--- src/rtl/flash_seq_pkg.sv ---
package flash_seq_pkg;

    typedef enum logic [3:0] {
        S_IDLE,
        S_POLL_RD,
        S_POLL_WT,
        S_WREN_RD,
        S_WREN_WT,
        S_WEL_RD,
        S_WEL_WT,
        S_OP_RD,
        S_OP_WT,
        S_ADV,
        S_DONE,
        S_FAIL
    } seq_state_t;

    localparam logic [7:0] OPC_STATUS  = 8'h05;
    localparam logic [7:0] OPC_WR_EN   = 8'h06;
    localparam logic [7:0] OPC_PROG_3B = 8'h02;
    localparam logic [7:0] OPC_PROG_4B = 8'h12;
    localparam logic [7:0] OPC_ERAS_3B = 8'hD8;
    localparam logic [7:0] OPC_ERAS_4B = 8'hDC;

    localparam int STS_BUSY_BIT = 0;
    localparam int STS_WEL_BIT  = 1;

endpackage

--- src/rtl/flash_seq_opsel.sv ---
module flash_seq_opsel #(
    parameter int          ADDR_W     = 32,
    parameter longint      FOURB_BASE = 64'h0100_0000
) (
    input  logic              is_erase,
    input  logic [ADDR_W-1:0] addr,
    output logic [7:0]        opcode,
    output logic [2:0]        abytes
);
    import flash_seq_pkg::*;

    logic wide;

    always_comb begin
        wide = (addr >= ADDR_W'(FOURB_BASE));
        if (is_erase) begin
            opcode = wide ? OPC_ERAS_4B : OPC_ERAS_3B;
        end else begin
            opcode = wide ? OPC_PROG_4B : OPC_PROG_3B;
        end
        abytes = wide ? 3'd4 : 3'd3;
    end

endmodule

--- src/rtl/flash_seq_walk.sv ---
module flash_seq_walk #(
    parameter  int ADDR_W     = 32,
    parameter  int LEN_W      = 24,
    parameter  int SEC_LOG_W  = 5,
    parameter  int PAGE_BYTES = 256,
    localparam int PG_W       = $clog2(PAGE_BYTES) + 1
) (
    input  logic                 clk,
    input  logic                 rst_n,
    input  logic                 load,
    input  logic                 step,
    input  logic                 is_erase_in,
    input  logic [ADDR_W-1:0]    addr_in,
    input  logic [LEN_W-1:0]     len_in,
    input  logic [SEC_LOG_W-1:0] sec_log2_in,
    output logic                 mode_erase,
    output logic [ADDR_W-1:0]    cur_addr,
    output logic [PG_W-1:0]      chunk_len,
    output logic                 last
);
    logic [ADDR_W:0]        end_addr;
    logic [LEN_W-1:0]       remain;
    logic [SEC_LOG_W-1:0]   sec_log2;
    logic [ADDR_W-1:0]      sec_bytes;
    logic [ADDR_W-1:0]      in_mask;
    logic [ADDR_W:0]        next_sec;

    assign sec_bytes = ADDR_W'(1) << sec_log2;
    assign in_mask   = ~((ADDR_W'(1) << sec_log2_in) - ADDR_W'(1));
    assign next_sec  = {1'b0, cur_addr} + {1'b0, sec_bytes};

    always_comb begin
        if (remain > LEN_W'(PAGE_BYTES)) begin
            chunk_len = PG_W'(PAGE_BYTES);
        end else begin
            chunk_len = PG_W'(remain);
        end
        if (mode_erase) begin
            last = (next_sec >= end_addr);
        end else begin
            last = (remain <= LEN_W'(PAGE_BYTES));
        end
    end

    always_ff @(posedge clk or negedge rst_n) begin
        if (!rst_n) begin
            mode_erase <= 1'b0;
            cur_addr   <= '0;
            end_addr   <= '0;
            remain     <= '0;
            sec_log2   <= '0;
        end else if (load) begin
            mode_erase <= is_erase_in;
            sec_log2   <= sec_log2_in;
            cur_addr   <= is_erase_in ? (addr_in & in_mask) : addr_in;
            end_addr   <= {1'b0, addr_in} + (ADDR_W+1)'(len_in);
            remain     <= len_in;
        end else if (step) begin
            if (mode_erase) begin
                cur_addr <= cur_addr + sec_bytes;
            end else begin
                cur_addr <= cur_addr + ADDR_W'(chunk_len);
                remain   <= remain - LEN_W'(chunk_len);
            end
        end
    end

endmodule

--- src/rtl/flash_seq_poll.sv ---
module flash_seq_poll #(
    parameter int CNT_W = 8
) (
    input  logic             clk,
    input  logic             rst_n,
    input  logic             load,
    input  logic             clr,
    input  logic             bump,
    input  logic [CNT_W-1:0] limit_in,
    output logic             expired
);
    logic [CNT_W-1:0] limit_q;
    logic [CNT_W-1:0] busy_cnt;

    assign expired = (busy_cnt >= limit_q);

    always_ff @(posedge clk or negedge rst_n) begin
        if (!rst_n) begin
            limit_q  <= '0;
            busy_cnt <= '0;
        end else if (load) begin
            limit_q  <= limit_in;
            busy_cnt <= '0;
        end else if (clr) begin
            busy_cnt <= '0;
        end else if (bump && (busy_cnt != '1)) begin
            busy_cnt <= busy_cnt + CNT_W'(1);
        end
    end

endmodule

--- src/rtl/flash_pe_seq.sv ---
module flash_pe_seq #(
    parameter  int     ADDR_W     = 32,
    parameter  int     LEN_W      = 24,
    parameter  int     SEC_LOG_W  = 5,
    parameter  int     CNT_W      = 8,
    parameter  int     PAGE_BYTES = 256,
    parameter  longint FOURB_BASE = 64'h0100_0000,
    localparam int     PG_W       = $clog2(PAGE_BYTES) + 1
) (
    input  logic                 clk,
    input  logic                 rst_n,
    input  logic                 req_valid,
    output logic                 req_ready,
    input  logic                 req_erase,
    input  logic [ADDR_W-1:0]    req_addr,
    input  logic [LEN_W-1:0]     req_len,
    input  logic [SEC_LOG_W-1:0] req_sec_log2,
    input  logic [CNT_W-1:0]     req_poll_limit,
    output logic                 req_done,
    output logic                 req_err,
    input  logic                 wdat_valid,
    output logic                 wdat_ready,
    input  logic [7:0]           wdat_data,
    output logic                 cmd_valid,
    input  logic                 cmd_ready,
    output logic [7:0]           cmd_opcode,
    output logic [ADDR_W-1:0]    cmd_addr,
    output logic [2:0]           cmd_addr_bytes,
    output logic [PG_W-1:0]      cmd_len,
    output logic                 cmd_write,
    input  logic                 cmd_done,
    input  logic [7:0]           cmd_rdata,
    output logic                 eng_wvalid,
    input  logic                 eng_wready,
    output logic [7:0]           eng_wdata
);
    import flash_seq_pkg::*;

    seq_state_t state, state_nx;

    logic              accept;
    logic              zero_len;
    logic              sts_busy;
    logic              sts_wel;
    logic              unused_sts_bits;
    logic              mode_erase;
    logic [ADDR_W-1:0] cur_addr;
    logic [PG_W-1:0]   chunk_len;
    logic              last_piece;
    logic              poll_expired;
    logic              poll_bump;
    logic              step;
    logic [7:0]        op_opcode;
    logic [2:0]        op_abytes;
    logic              data_phase;

    assign accept          = (state == S_IDLE) && req_valid;
    assign zero_len        = (req_len == '0);
    assign sts_busy        = cmd_rdata[STS_BUSY_BIT];
    assign sts_wel         = cmd_rdata[STS_WEL_BIT];
    assign unused_sts_bits = ^cmd_rdata[7:2];
    assign step            = (state == S_ADV);
    assign poll_bump       = (state == S_POLL_WT) && cmd_done && sts_busy;

    flash_seq_walk #(
        .ADDR_W     (ADDR_W),
        .LEN_W      (LEN_W),
        .SEC_LOG_W  (SEC_LOG_W),
        .PAGE_BYTES (PAGE_BYTES)
    ) u_walk (
        .clk         (clk),
        .rst_n       (rst_n),
        .load        (accept && !zero_len),
        .step        (step),
        .is_erase_in (req_erase),
        .addr_in     (req_addr),
        .len_in      (req_len),
        .sec_log2_in (req_sec_log2),
        .mode_erase  (mode_erase),
        .cur_addr    (cur_addr),
        .chunk_len   (chunk_len),
        .last        (last_piece)
    );

    flash_seq_poll #(
        .CNT_W (CNT_W)
    ) u_poll (
        .clk      (clk),
        .rst_n    (rst_n),
        .load     (accept),
        .clr      (step),
        .bump     (poll_bump),
        .limit_in (req_poll_limit),
        .expired  (poll_expired)
    );

    flash_seq_opsel #(
        .ADDR_W     (ADDR_W),
        .FOURB_BASE (FOURB_BASE)
    ) u_opsel (
        .is_erase (mode_erase),
        .addr     (cur_addr),
        .opcode   (op_opcode),
        .abytes   (op_abytes)
    );

    // state register
    always_ff @(posedge clk or negedge rst_n) begin
        if (!rst_n) begin
            state <= S_IDLE;
        end else begin
            state <= state_nx;
        end
    end

    // next-state logic
    always_comb begin
        state_nx = state;
        unique case (state)
            S_IDLE:    if (req_valid) state_nx = zero_len ? S_FAIL : S_POLL_RD;
            S_POLL_RD: if (cmd_ready) state_nx = S_POLL_WT;
            S_POLL_WT: begin
                if (cmd_done) begin
                    if (!sts_busy)         state_nx = S_WREN_RD;
                    else if (poll_expired) state_nx = S_FAIL;
                    else                   state_nx = S_POLL_RD;
                end
            end
            S_WREN_RD: if (cmd_ready) state_nx = S_WREN_WT;
            S_WREN_WT: if (cmd_done)  state_nx = S_WEL_RD;
            S_WEL_RD:  if (cmd_ready) state_nx = S_WEL_WT;
            S_WEL_WT:  if (cmd_done)  state_nx = sts_wel ? S_OP_RD : S_WREN_RD;
            S_OP_RD:   if (cmd_ready) state_nx = S_OP_WT;
            S_OP_WT:   if (cmd_done)  state_nx = S_ADV;
            S_ADV:     state_nx = last_piece ? S_DONE : S_POLL_RD;
            S_DONE:    state_nx = S_IDLE;
            S_FAIL:    state_nx = S_IDLE;
            default:   state_nx = S_IDLE;
        endcase
    end

    // outputs
    always_comb begin
        cmd_valid      = 1'b0;
        cmd_opcode     = OPC_STATUS;
        cmd_addr       = '0;
        cmd_addr_bytes = 3'd0;
        cmd_len        = PG_W'(1);
        cmd_write      = 1'b0;
        data_phase     = 1'b0;
        unique case (state)
            S_POLL_RD, S_WEL_RD: begin
                cmd_valid = 1'b1;
            end
            S_WREN_RD: begin
                cmd_valid  = 1'b1;
                cmd_opcode = OPC_WR_EN;
                cmd_len    = '0;
                cmd_write  = 1'b1;
            end
            S_OP_RD: begin
                cmd_valid      = 1'b1;
                cmd_opcode     = op_opcode;
                cmd_addr       = cur_addr;
                cmd_addr_bytes = op_abytes;
                cmd_len        = mode_erase ? '0 : chunk_len;
                cmd_write      = 1'b1;
            end
            S_OP_WT: begin
                data_phase = !mode_erase;
            end
            default: begin
            end
        endcase
    end

    assign req_ready  = (state == S_IDLE);
    assign req_done   = (state == S_DONE);
    assign req_err    = (state == S_FAIL);
    assign eng_wvalid = wdat_valid && data_phase;
    assign wdat_ready = eng_wready && data_phase;
    assign eng_wdata  = wdat_data;

endmodule

--- config.mk ---
export PLATFORM = sky130hd
export DESIGN_NAME = flash_pe_seq
export DESIGN_NICKNAME = d
export VERILOG_FILES = /design/src/rtl/flash_seq_pkg.sv /design/src/rtl/flash_seq_opsel.sv /design/src/rtl/flash_seq_walk.sv /design/src/rtl/flash_seq_poll.sv /design/src/rtl/flash_pe_seq.sv
export SDC_FILE = /design/constraint.sdc
export NUM_CORES = 1
export LEC_CHECK = 0
export BUFFER_PORTS_ARGS = -buffer_cell sky130_fd_sc_hd__buf_2
export CORE_MARGIN = 5
export CORE_UTILIZATION = 30
export CTS_CLUSTER_SIZE = 40
export DETAILED_ROUTE_END_ITERATION = 7
export PLACE_DENSITY = 0.54
export SYNTH_ARGS = -nofsm -noshare
export SYNTH_HDL_FRONTEND = slang
export SYNTH_SLANG_ARGS = --single-unit
--- constraint.sdc ---
create_clock -name clk -period 13.5 [get_ports clk]
set_clock_uncertainty 0.2 [all_clocks]
set_input_delay 1.35 -clock clk [delete_from_list [all_inputs] [get_ports clk]]
set_output_delay 1.35 -clock clk [all_outputs]
set_load 0.05 [all_outputs]
==> results.cfg, run 1 <==
[status]
status = finished, final reports clean

[global_routing]
grt_use_met3_pct = 2.875
grt_use_met2_pct = 28.65
grtUsageMet1_pct = 26.64
grt_overflow = 0
grt_antenna_before_repair = 3
top_usage_layer = met2
grt_pass1_wl_um = 65630
grt_usage_pct = 18.61
grt_max_degree = 73
grt_pass1_vias = 11660

[hold_path]
worstHoldStart = u_walk.end_addr[6]
hold_class = reg -> reg
whs_endpoint = u_walk.end_addr[6]
worstHoldPathCells = 2

[yosys]
netlist_instances = 1640
avgSynthCellArea_um2 = 7.446
syn_area_um2 = 12210
synth_cell_types = 74
seq_area_frac_synth_pct = 23.57
async_reset_ff_share_pct = 100.0
yosysWarnings = 0
synth-edff-count = 0
ys.flop_type = dfrtp_1
synth_seq_cells = 115
synthesis.nets = 1868

[worst_setup_path]
crit_buf_inv = 1
cp.required_ns = 13.61
crit_fanout = 18
cp_slowest_cell = dfrtp_1
cp-end-kind = register
path_cells = clkinv_1 -> nor2_1 -> ha_1 -> a21o_1 -> a21o_1 -> a21oi_1 -> o21ai_0 -> a221o_1 -> a41oi_1 -> a311oi_1 -> a221oi_1 -> xnor2_1 -> ha_1 -> a21o_1 -> a21oi_1 -> o211a_1 -> o21ai_0 -> a21oi_1 -> a31oi_1
regToRegStartpoint = u_walk.sec_log2[3]
cpPeakStageDelay_ns = 0.71
critical_path_class = reg -> reg
r2r-end = state[3]
reg2regPathDepth = 19
critical-path-top-delay-family = compound AO/OA/AOI/OAI gates
cp-start-kind = register
rrSetupSlack_ns = 7.38
cp.arrival_ns = 6.23

[drt]
vias = 12200
drt-initial-drc-count = 965
viasPerCell = 5.394
wl_um = 42350
avgRoutedWirePerCell_um = 18.72
firstDrtPassIters = 5
drc = 0
ant_nets = 0

[timing]
timing_worst_slew_pin_value_ns = 1.068
fmax_mhz = 163.3
final_max_slew_viol_count = 0
final_hold_viol_count = 0
post-route-period-util_pct = 45.35
period_needed_ns = 6.123
final-setup-viol-count = 0
layout_setup_ws_ns = 7.377
grt_setup_unrepaired = false
relSlewSlack_pct = 28.69
setup_tns_ns = 0

[cts]
cts_tree = done
cts_sinks = 115
clockRootBuffer = clkbuf_16
cts_resized = 0
htree_num_levels = 4
ctsLongestPathBuffers = 2
clk-insertion-delay-late_ns = 0.45
cts_buffers = 17
clk_pin_slew_ns = 0.06
cts_hold_buf = 0
post_cts_buffers = 0

[finish]
syn2layout_area_growth_pct = 13.60
nets = 1944
layout_common_cells = nand2_1 (212), nor2_1 (160), a21oi_1 (144), buf_2 (135), ha_1 (132)
drive_gt1_share_pct = 12.20
final_common_cell = nand2_1
utilization_pct = 34.21

[floorplan]
initial_core_util_pct = 30.11
rows = 74
die_w_um = 211.8
die_area_um2 = 44840
die_y_um = 211.8
core-area_um2 = 40550
io_pins = 160

[place]
dp_hpwl_um = 33100
gp_congestion = 0.8826
dp_slack_ns = 7.457
io_buffer_count = 136

[pwr]
power_leakage_nw = 6.622
p_sw_mw = 1.304
ir_drop_mv = 0.09581
p_sw_share_pct = 48.50
p_int_mw = 1.384
combinationalPowerShare_pct = 56.4
p_clk_share_pct = 17.9
power_density_nw_per_um2 = 193.8
p_seq_share_pct = 25.6

[flow_run]
max_cap_violations = 0
-- flip-flops by register name (all words and copies together), names as in the netlist --
name,count
state,4
u_poll.busy_cnt,8
u_poll.limit_q,8
u_walk.cur_addr,32
u_walk.end_addr,33
u_walk.mode_erase,1
u_walk.remain,24
u_walk.sec_log2,5
-- power by group through the flow --
stage / sequential [mW] / combinational, mW / clock, mW
finish: 0.688 / 1.52 / 0.482
global route: 0.708 / 1.70 / 0.503
CTS: 0.684 / 1.52 / 0.489
detailed placement: 0.689 / 1.51 / 0
global placement: 0.685 / 1.48 / 0
floorplan: 0.601 / 1.19 / 0
-- Yosys cell counts, types with 4 or more instances --
master,count,area [um2]
a211o_1,6,52.55
or3_1,7,43.79
o22ai_1,6,37.54
a21oi_1,144,720.7
clkbuf_1,74,277.8
mux2_2,9,101.4
o31ai_1,13,97.59
nand4_1,19,118.9
a211oi_1,13,97.59
a21o_1,53,397.9
ha_1,132,1652
a31o_2,7,61.31
o21a_1,14,105.1
and2_1,9,56.30
a41oi_1,5,43.79
nor2b_1,14,87.58
nor3_1,29,145.1
inv_1,71,266.5
a311o_1,5,50.05
nand2b_1,17,106.4
nor2_1,161,604.3
o21bai_1,16,120.1
nor4_1,18,112.6
o211ai_1,12,90.09
nand2_1,212,795.8
or2_2,10,62.56
a31oi_1,32,200.2
xor2_1,29,254.0
nand3_1,56,280.3
o21ai_0,131,655.6
buf_4,12,90.09
and3_1,56,350.3
dfrtp_1,115,2878
mux2i_1,4,40.04
xnor2_1,62,543.0
-- cell families after synthesis --
group           count (synthesis)  synth area share (%)
flops                         115                 23.57
buf+inv                       160                 5.287
mux                            13                 1.158
xor+xnor                       91                 6.527
compound gates                495                 25.21
simple gates                  629                 24.18
other cells                     2               0.06150
fa+ha+maj                     135                 14.02
-- layout make-up --
class                           count  area, um2
Fill cell                        4368      26680
Clock inverter                      9      127.6
Antenna cell                        1      2.502
Tap cell                          532      665.6
Clock buffer                       23      478.0
Sequential cell                   115       2878
Timing Repair Buffer              144      743.2
Inverter                           73      274.0
Multi-Input combinational cell   1365       8703
-- per-stage QoR --
step / hold WS [ns] / instance area (um2) / std cells / power, mW
2_1_floorplan: 0.2485 / 12210 / 1640 / 1.789
5_1_grt: 0.2918 / 13870 / 2261 / 2.916
4_1_cts: 0.2831 / 13870 / 2261 / 2.690
3_3_place_gp: 0.2665 / 13260 / 2229 / 2.161
3_5_place_dp: 0.2704 / 13260 / 2229 / 2.195
6_report: 0.2775 / 13870 / 2262 / 2.688
-- tightest hold or removal path, stage by stage (launching register included) --
cell and delay, ns:
dfrtp_1 0.34, nand2_1 0.05, o21ai_0 0.06
-- worst max-delay path by stage --
stage	slack (ns)	startpoint	cells past startpoint	end
2_1_floorplan	8.40	u_walk.remain[17]	18	u_walk.cur_addr[29]
3_3_place_gp	7.50	u_walk.sec_log2[3]	19	state[3]
3_5_place_dp	7.46	u_walk.sec_log2[3]	19	state[3]
4_1_cts	7.43	u_walk.sec_log2[3]	19	state[3]
5_1_grt	7.12	u_walk.sec_log2[1]	21	state[3]
6_report	7.38	u_walk.sec_log2[3]	19	state[3]
-- per-layer routing --
| layer | part of all wire [%] | up-vias |
|---|---|---|
| met1 | 49 | 5745 |
| met3 | 5.0 | 56 |
| li1 | - | 6052 |
| met2 | 44 | 344 |
| met4 | 2.7 | 4 |
| met5 | 0.059 | - |
Note: power is estimated with default switching activity, not from simulation.
==> inputs of run 2 (changes only) <==
clock period = 5.77 ns   (was 13.5 ns; I/O delays follow)
==> run 2 against run 1 <==
  * Fmax grew 13%
  * First-iteration DRC count shrank 5.9%
  * Worst setup slack lost 7.0 ns
  * Clock power grew 140%
  * Non-clock buffer count grew 24
  * Sequential power grew 130%
  * Worst hold slack lost 0.27 ns
  * Combinational power grew 140%
  * Cell count grew 1.1%
  * Count of clock-buffer cells in the layout shrank 4
  * Total power grew 140%
  * Utilization grew 0.53 points
==> results.cfg, run 2 (synthesis gave the netlist of run 1 again) <==
[finish]
top_register = u_walk.end_addr
final_common_cell = nand2_1
layout_common_cells = nand2_1 (212), nor2_1 (160), a21oi_1 (143), buf_2 (135), ha_1 (132)
syn2layout_area_growth_pct = 15.36
largest_reg_flops = 33
drive_gt1_share_pct = 13.69
nets = 1968
utilization_pct = 34.74
biggestRegsByFlops = u_walk.end_addr x33, u_walk.cur_addr x32, u_walk.remain x24

[cts]
cts_tree = done
clk-insertion-delay-late_ns = 0.45
cts_sinks = 115
cts_buffers = 17
clockRootBuffer = clkbuf_16
htree_num_levels = 4
ctsLongestPathBuffers = 2
clk_pin_slew_ns = 0.06
cts_hold_buf = 0

[pwr]
p_seq_share_pct = 24.5
p_clk_share_pct = 17.8
p_sw_share_pct = 48.45
p_sw_mw = 3.101
combinationalPowerShare_pct = 57.7
ir_drop_mv = 0.2657
total_power_mw = 6.401
p_int_mw = 3.300
power_density_nw_per_um2 = 454.4
power_leakage_nw = 6.741

[floorplan]
core-area_um2 = 40550
die_area_um2 = 44840
die_y_um = 211.8
die_w_um = 211.8
io_pins = 160
rows = 74
initial_core_util_pct = 30.11

[drt]
vias = 12330
firstDrtPassIters = 6
drt-initial-drc-count = 908
avgRoutedWirePerCell_um = 18.81
ant_nets = 0
viasPerCell = 5.391
drc = 0
wl_um = 43040

[worst_setup_path]
reg2regPathDepth = 27
cp-start-kind = register
regToRegStartpoint = u_walk.sec_log2[1]
rrSetupSlack_ns = 0.35
cp-end-kind = register
crit_fanout = 8
cp.required_ns = 5.89
critical_path_class = reg -> reg
cp.arrival_ns = 5.54
r2r-end = state[3]

[timing]
fmax_mhz = 184.5
final-setup-viol-count = 0
setup_tns_ns = 0
period_needed_ns = 5.420
post-route-period-util_pct = 93.94
layout_setup_ws_ns = 0.3496
timing_worst_slew_pin_value_ns = 0.9884
final_hold_viol_count = 0
final_max_slew_viol_count = 0
hold_ws_ns = 0.007980
relSlewSlack_pct = 34.04

[global_routing]
grt_pass1_vias = 11900
grt_antenna_before_repair = 4
grt_overflow = 0
grt_pass1_wl_um = 66390
grt_max_degree = 59
grt_usage_pct = 18.87

[place]
dp_slack_ns = 0.2959
dp_hpwl_um = 34130
gp_congestion = 0.9160
io_buffer_count = 136

[status]
status = finished, final reports clean

[hold_path]
hold_class = in -> async

[flow_run]
max_cap_violations = 0
-- run 2: critical path, cell delays in order (launching register included) --
cell      delay [ns]
dfrtp_1         0.49
nor2_1          0.14
nand2_1         0.13
nor2_1          0.07
ha_1            0.22
fa_1            0.40
a21o_1          0.20
a21oi_1         0.22
o21ai_0         0.17
a31oi_1         0.26
o31ai_1         0.12
buf_4           0.16
a211o_1         0.27
nand3_1         0.13
nand2_1         0.08
xor2_1          0.16
ha_1            0.30
a21o_1          0.16
a21o_1          0.18
a21o_1          0.17
a211oi_1        0.22
nor2_1          0.07
o21ai_0         0.15
buf_4           0.15
o211ai_1        0.10
a21oi_1         0.16
buf_4           0.14
a31oi_1         0.07
-- run 2: power groups by stage --
stage,clock network (mW),logic (mW),registers [mW]
finish,1.14,3.69,1.57
global route,1.19,4.12,1.62
CTS,1.17,3.68,1.56
detailed placement,0,3.65,1.57
global placement,0,3.59,1.57
floorplan,0,2.78,1.41
-- run 2: worst max-delay path by stage --
| stage | startpoint | to | slack (ns) | cells after the start |
|---|---|---|---|---|
| floorplan | u_walk.remain[17] | u_walk.cur_addr[29] | 0.67 | 18 |
| global route | u_walk.sec_log2[0] | state[1] | -0.002 | 23 |
| CTS | u_walk.remain[16] | u_walk.cur_addr[29] | 0.27 | 17 |
| global placement | u_walk.remain[16] | u_walk.cur_addr[29] | 0.33 | 17 |
| finish | u_walk.sec_log2[1] | state[3] | 0.35 | 27 |
| detailed placement | u_walk.remain[16] | u_walk.cur_addr[29] | 0.30 | 17 |
-- run 2: final cells by class --
cell class / instances / area [um2]
fill: 4401 / 26470
multi-input combinational: 1365 / 8721
clock inverter: 13 / 175.2
antenna: 3 / 7.507
clock buffer: 19 / 442.9
sequential: 115 / 2878
inverter: 73 / 274.0
timing repair buffer: 168 / 923.4
tap: 532 / 665.6
-- run 2: layer usage --
layer	share of wire [%]	track usage [%]
met1	48	26.97
met2	45	29.93
met3	4.8	2.816
met4	1.7	4.820
met5	0.037	0
-- run 2: what timing repair did --
item,CTS,global route
setup buffers,0,1
endpoints found under the setup margin,0,4
gates resized for setup,0,4
-- run 2: through the flow --
stage	instance area, um2	std cells
floorplan	12210	1640
global placement	13440	2252
detailed placement	13440	2252
CTS	14050	2284
global route	14080	2286
finish	14090	2288
